## src/rtl/evt_irq_pkg.sv

```systemverilog
package evt_irq_pkg;

    localparam int EVW = 8;

    localparam int IDX_RX_OVF  = 0;
    localparam int IDX_TX_LOW  = 2;
    localparam int IDX_TX_FULL = 3;
    localparam int IDX_RX_NE   = 4;
    localparam int IDX_RX_FULL = 5;
    localparam int IDX_TX_UNF  = 6;

    // Bits that hold state; bits 1 and 7 are reserved and read as zero.
    localparam logic [EVW-1:0] IMPL_MASK = (EVW'(1) << IDX_RX_OVF)  |
                                           (EVW'(1) << IDX_TX_LOW)  |
                                           (EVW'(1) << IDX_TX_FULL) |
                                           (EVW'(1) << IDX_RX_NE)   |
                                           (EVW'(1) << IDX_RX_FULL) |
                                           (EVW'(1) << IDX_TX_UNF);

    typedef enum logic [1:0] {
        SEL_STATUS  = 2'd0,
        SEL_ENABLE  = 2'd1,
        SEL_DISABLE = 2'd2,
        SEL_MASK    = 2'd3
    } reg_sel_e;

endpackage

```

## src/rtl/evt_src_collect.sv

```systemverilog
module evt_src_collect
    import evt_irq_pkg::*;
#(
    parameter int CNT_W = 7
) (
    input  logic             rx_ovf_evt,
    input  logic             tx_unf_evt,
    input  logic             tx_full_lvl,
    input  logic             rx_nempty_lvl,
    input  logic             rx_full_lvl,
    input  logic [CNT_W-1:0] tx_count,
    input  logic [CNT_W-1:0] tx_wmark,
    output logic [EVW-1:0]   set_vec
);

    logic tx_below;

    always_comb begin
        tx_below = (tx_count < tx_wmark);
        set_vec  = '0;
        set_vec[IDX_RX_OVF]  = rx_ovf_evt;
        set_vec[IDX_TX_LOW]  = tx_below;
        set_vec[IDX_TX_FULL] = tx_full_lvl;
        set_vec[IDX_RX_NE]   = rx_nempty_lvl;
        set_vec[IDX_RX_FULL] = rx_full_lvl;
        set_vec[IDX_TX_UNF]  = tx_unf_evt;
    end

endmodule

```

## src/rtl/evt_status_bank.sv

```systemverilog
module evt_status_bank
    import evt_irq_pkg::*;
(
    input  logic           clk,
    input  logic           rst_n,
    input  logic [EVW-1:0] set_vec,
    input  logic [EVW-1:0] clr_vec,
    output logic [EVW-1:0] status
);

    for (genvar k = 0; k < EVW; k++) begin : g_bit
        if (IMPL_MASK[k]) begin : g_impl
            logic bit_q;
            always_ff @(posedge clk or negedge rst_n) begin
                if (!rst_n) begin
                    bit_q <= 1'b0;
                end else begin
                    // A source active in the same cycle overrides the clear.
                    bit_q <= (bit_q & ~clr_vec[k]) | set_vec[k];
                end
            end
            assign status[k] = bit_q;

            assert_set_wins_R4: assert property (@(posedge clk) disable iff (!rst_n)
                set_vec[k] |=> status[k]);
            assert_clear_R4: assert property (@(posedge clk) disable iff (!rst_n)
                (clr_vec[k] && !set_vec[k]) |=> !status[k]);
            assert_sticky_hold_R2: assert property (@(posedge clk) disable iff (!rst_n)
                (status[k] && !clr_vec[k]) |=> status[k]);
        end else begin : g_rsvd
            assign status[k] = 1'b0;
        end
    end

endmodule

```

## src/rtl/evt_mask_bank.sv

```systemverilog
module evt_mask_bank
    import evt_irq_pkg::*;
(
    input  logic           clk,
    input  logic           rst_n,
    input  logic [EVW-1:0] en_vec,
    input  logic [EVW-1:0] dis_vec,
    output logic [EVW-1:0] mask
);

    for (genvar k = 0; k < EVW; k++) begin : g_bit
        if (IMPL_MASK[k]) begin : g_impl
            logic bit_q;
            always_ff @(posedge clk or negedge rst_n) begin
                if (!rst_n) begin
                    bit_q <= 1'b0;
                end else if (en_vec[k]) begin
                    bit_q <= 1'b1;
                end else if (dis_vec[k]) begin
                    bit_q <= 1'b0;
                end
            end
            assign mask[k] = bit_q;

            assert_mask_set_R5: assert property (@(posedge clk) disable iff (!rst_n)
                en_vec[k] |=> mask[k]);
            assert_mask_clr_R5: assert property (@(posedge clk) disable iff (!rst_n)
                (dis_vec[k] && !en_vec[k]) |=> !mask[k]);
            assert_mask_hold_R9: assert property (@(posedge clk) disable iff (!rst_n)
                (!en_vec[k] && !dis_vec[k]) |=> $stable(mask[k]));
        end else begin : g_rsvd
            assign mask[k] = 1'b0;
        end
    end

endmodule

```

## src/rtl/evt_irq_unit.sv

```systemverilog
module evt_irq_unit
    import evt_irq_pkg::*;
#(
    parameter int CNT_W = 7
) (
    input  logic             clk,
    input  logic             rst_n,
    input  logic [1:0]       reg_sel,
    input  logic             reg_wr,
    input  logic [EVW-1:0]   reg_wdata,
    output logic [EVW-1:0]   reg_rdata,
    input  logic             rx_ovf_evt,
    input  logic             tx_unf_evt,
    input  logic             tx_full_lvl,
    input  logic             rx_nempty_lvl,
    input  logic             rx_full_lvl,
    input  logic [CNT_W-1:0] tx_count,
    input  logic [CNT_W-1:0] tx_wmark,
    output logic             irq
);

    reg_sel_e       sel;
    logic [EVW-1:0] wdata_impl;
    logic [EVW-1:0] set_vec;
    logic [EVW-1:0] clr_vec;
    logic [EVW-1:0] en_vec;
    logic [EVW-1:0] dis_vec;
    logic [EVW-1:0] status;
    logic [EVW-1:0] mask;

    assign sel        = reg_sel_e'(reg_sel);
    assign wdata_impl = reg_wdata & IMPL_MASK;

    // Route a write strobe to exactly one of the three writable views.
    always_comb begin
        clr_vec = '0;
        en_vec  = '0;
        dis_vec = '0;
        if (reg_wr) begin
            unique case (sel)
                SEL_STATUS:  clr_vec = wdata_impl;
                SEL_ENABLE:  en_vec  = wdata_impl;
                SEL_DISABLE: dis_vec = wdata_impl;
                SEL_MASK:    ;
                default:     ;
            endcase
        end
    end

    evt_src_collect #(.CNT_W(CNT_W)) u_src (
        .rx_ovf_evt    (rx_ovf_evt),
        .tx_unf_evt    (tx_unf_evt),
        .tx_full_lvl   (tx_full_lvl),
        .rx_nempty_lvl (rx_nempty_lvl),
        .rx_full_lvl   (rx_full_lvl),
        .tx_count      (tx_count),
        .tx_wmark      (tx_wmark),
        .set_vec       (set_vec)
    );

    evt_status_bank u_status (
        .clk     (clk),
        .rst_n   (rst_n),
        .set_vec (set_vec),
        .clr_vec (clr_vec),
        .status  (status)
    );

    evt_mask_bank u_mask (
        .clk     (clk),
        .rst_n   (rst_n),
        .en_vec  (en_vec),
        .dis_vec (dis_vec),
        .mask    (mask)
    );

    // Read view: enable and disable are write-only.
    always_comb begin
        unique case (sel)
            SEL_STATUS:  reg_rdata = status;
            SEL_MASK:    reg_rdata = mask;
            default:     reg_rdata = '0;
        endcase
    end

    assign irq = |(status & mask);

    assert_wo_read_R6: assert property (@(posedge clk) disable iff (!rst_n)
        (reg_sel == SEL_ENABLE || reg_sel == SEL_DISABLE) |-> (reg_rdata == '0));
    assert_rsvd_read_R8: assert property (@(posedge clk) disable iff (!rst_n)
        (reg_rdata & ~IMPL_MASK) == '0);
    assert_irq_gated_R7: assert property (@(posedge clk) disable iff (!rst_n)
        (mask == '0) |-> !irq);
    assert_nowr_stable_R9: assert property (@(posedge clk) disable iff (!rst_n)
        (!reg_wr && set_vec == '0) |=> $stable(status));

endmodule

```

## config.mk

```make
export PLATFORM = sky130hd
export DESIGN_NAME = evt_irq_unit
export DESIGN_NICKNAME = d
export VERILOG_FILES = /design/src/rtl/evt_irq_pkg.sv /design/src/rtl/evt_src_collect.sv /design/src/rtl/evt_status_bank.sv /design/src/rtl/evt_mask_bank.sv /design/src/rtl/evt_irq_unit.sv
export SDC_FILE = /design/constraint.sdc
export NUM_CORES = 1
export LEC_CHECK = 0
export BUFFER_PORTS_ARGS = -buffer_cell sky130_fd_sc_hd__buf_2
export CORE_MARGIN = 5
export CORE_UTILIZATION = 37
export CTS_CLUSTER_DIAMETER = 120
export CTS_CLUSTER_SIZE = 40
export DETAILED_ROUTE_END_ITERATION = 6
export HOLD_SLACK_MARGIN = 0.08
export PLACE_DENSITY = 0.67
export SYNTH_ARGS = -nofsm -noshare
export SYNTH_HDL_FRONTEND = slang
export SYNTH_SLANG_ARGS = --single-unit
```

## constraint.sdc

```tcl
create_clock -name clk -period 1.9 [get_ports clk]
set_input_delay 0.38 -clock clk [delete_from_list [all_inputs] [get_ports clk]]
set_output_delay 0.38 -clock clk [all_outputs]
set_load 0.01 [all_outputs]
```

==> results.py <==
metrics = {
    "placed_design": {
        "gp_congestion": 0.7389,
        "port_buffers": 36,
        "dp_slack_ns": 0.2867,
        "placed_area_um2": 980.9,
        "dp_hpwl_um": 1585,
    },
    "synth": {
        "syn_area_per_cell_um2": 8.969,
        "yosysMostFrequentCell": "nand2_1",
        "yosys.area.top_type": "dfrtp_1",
        "syn_inst": 89,
        "synth_edf_count": 0,
        "yosys_register_bits": 12,
        "synth_top_area_share_pct": 37.62,
        "netlist_area_um2": 798.3,
        "ys_seq_area_share_pct": 37.62,
        "ys_async_sr_fraction_pct": 100.0,
        "yosysUniqueCellTypes": 21,
        "synth-main-ff-cell": "dfrtp_1",
        "synth_area_leaders": "dfrtp_1 (38%), ha_1 (16%), a22oi_1 (8.5%)",
        "ys_warn_count": 0,
        "ys_top_cells_by_count": "nand2_1 (14), dfrtp_1 (12), ha_1 (10), a22oi_1 (9), inv_1 (8)",
    },
    "die": {
        "rows": 16,
        "ios": 41,
        "start_util_pct": 39.88,
        "core_area_mm2": 0.002002,
        "die_area_mm2": 0.003187,
        "die_x_um": 56.45,
        "dieHeight_um": 56.45,
    },
    "setup_path": {
        "path_delay_family": "buffers and inverters",
        "path_buf_inv": 3,
        "rr_worst_depth": 1,
        "crit_fanout": 7,
        "critPathArrivalTime_ns": 1.24,
        "critPathMaxStageDelay_ns": 0.29,
        "cp_common_cell": "buf_2",
        "crit_start": "reg_sel[0]",
        "r2r_setup_slack_ns": 1.17,
        "path_class": "input pin to primary output",
        "crit_chain": "buf_2 > inv_1 > ha_1 > a22oi_1 > nor2_1 > buf_2",
        "cp.depth": 6,
        "crit_path_end_kind": "primary output",
        "rr_startpoint": "u_mask.g_bit[3].g_impl.bit_q",
        "critPathRequiredTime_ns": 1.52,
        "critPathSlowestCell": "ha_1",
        "worstSetupEndpoint": "reg_rdata[2]",
        "setup.worst_path.start_class": "input pin",
        "r2r-end": "u_mask.g_bit[3].g_impl.bit_q",
    },
    "route": {
        "wire_per_inst_um": 12.63,
        "dr_total_vias": 746,
        "drt_pass1_iterations": 4,
        "drcViolationCount": 0,
        "via_per_inst": 4.876,
        "final_antenna_net_count": 0,
        "routed_wl_um": 1932,
        "drt_iter0_drc": 12,
    },
    "outcome": {
        "outcome": "finished, final reports clean",
    },
    "global_routing": {
        "grt_pass1_vias": 758,
        "overflow": 0,
        "antenna_found_initial": 0,
        "grtUsageTotal_pct": 12.93,
        "grt_pass1_wl_um": 3249,
        "grt_start_max_net_pins": 13,
    },
    "finish": {
        "drive_above_1_share_pct": 31.75,
        "nets": 169,
        "antennaDiodeCount": 0,
        "final_core_util_pct": 51.31,
        "synthToLayoutAreaGrowth_pct": 28.68,
        "final_area_mm2": 0.001027,
    },
    "cts": {
        "root_buffer": "clkbuf_4",
        "numCtsBuffers": 3,
        "clk_latency_ns": 0.27,
        "clock_sinks": 12,
        "tritoncts": "done",
        "h-tree-depth": 1,
        "path_clk_slew_ns": 0.07,
        "cts_buffer_depth": 2,
    },
    "pwr": {
        "combPwrFrac_pct": 24.1,
        "p_switching_uw": 185.6,
        "power.leakage_uw": 0.0005391,
        "irDropWorstVdd_v": 0.0003715,
        "swShare_pct": 27.65,
        "p_int_uw": 485.7,
        "clkPwrFrac_pct": 29.9,
        "powerDensity_mw_per_mm2": 653.5,
        "p_seq_share_pct": 46.0,
    },
    "worst_hold_path": {
        "whs_path_depth": 2,
        "hold_path.class": "input pin to flop",
    },
    "sta": {
        "slew_viol_final": 0,
        "rsz0062_at_grt": "no",
        "max_freq_mhz": 619.1,
        "period_share_pct": 85.01,
        "hold_viol_final": 0,
        "clock_skew_ns": 0,
        "setup_viol": 0,
        "finalCriticalPeriod_ns": 1.615,
        "setup_ws_ns": 0.2848,
        "tns_ns": 0,
    },
    "run": {
        "maxCapViolCount": 0,
    },
}
-- cell usage in the layout, fill, tap and decap left out, drive strengths merged --
cell / count
buf: 36
nand2: 14
dfrtp: 12
ha: 10
a22oi: 9
inv: 8
nor2: 6
a22o: 6
a21o: 5
a21oi: 4
clkbuf: 4
and2: 3
nand3: 2
conb: 2
o21ai: 2
nand2b: 1
nand4: 1
dlygate4sd3: 1
-- routing by layer --
metal	up-vias	routed length (um)	track usage, %
li1	380	-	-
met1	334	744	13.65
met2	32	1001	23.10
met3	0	187	5.963
met4	0	0	3.051
met5	-	0	0
-- cells by family (layout without fill, tap and decap cells) --
group / after synthesis / after routing / synth area share, %
other cells: 1 / 2 / 0.4698
compound gates: 26 / 26 / 23.51
simple gates: 27 / 27 / 14.58
flops: 12 / 12 / 37.62
buf+inv: 13 / 49 / 8.149
fa+ha+maj: 10 / 10 / 15.67
-- power groups by stage --
stage / logic [uW] / registers [uW] / clock network, uW
final: 162 / 309 / 201
after global routing: 186 / 314 / 223
after CTS: 165 / 309 / 205
after detailed placement: 163 / 314 / 0
after global placement: 157 / 312 / 0
after floorplan: 100 / 307 / 0
-- area by class of cell --
cell class              count  area (um2)
clock buffers               4       36.28
fillers                   211       974.7
inverters                   8       30.03
multi-input cells          65       436.7
flip-flops and latches     12       300.3
well taps                  27       33.78
repair buffers             37       190.2
-- registers in the layout (all words and copies together) (netlist names) --
signal / cells
u_status.g_bit.g_impl.bit_q: 6
u_mask.g_bit.g_impl.bit_q: 6
-- repair_timing --
item,in CTS,in global routing
hold buffers,1,0
resized for setup,0,0
endpoints found under the hold margin,12,0
buffers inserted,0,0
-- how the worst min path moves through the flow --
stage	slack [ns]	start	endpoint
after floorplan	0.08	rst_n	u_mask.g_bit[0].g_impl.bit_q
after global placement	0.27	rst_n	u_status.g_bit[6].g_impl.bit_q
after detailed placement	0.27	rst_n	u_mask.g_bit[6].g_impl.bit_q
after CTS	0.28	tx_full_lvl	u_status.g_bit[3].g_impl.bit_q
after global routing	0.27	tx_full_lvl	u_status.g_bit[3].g_impl.bit_q
final	0.28	tx_full_lvl	u_status.g_bit[3].g_impl.bit_q
-- metrics by stage --
stage | power, uW | std cells | hold slack [ns]
2_1_floorplan | 407.4 | 90 | 0.08441
3_5_place_dp | 477.0 | 148 | 0.2675
4_1_cts | 679.3 | 153 | 0.2793
5_1_grt | 722.1 | 153 | 0.2713
6_report | 671.3 | 153 | 0.2842
3_3_place_gp | 468.9 | 148 | 0.2704
Note: power is estimated with default switching activity, not from simulation.
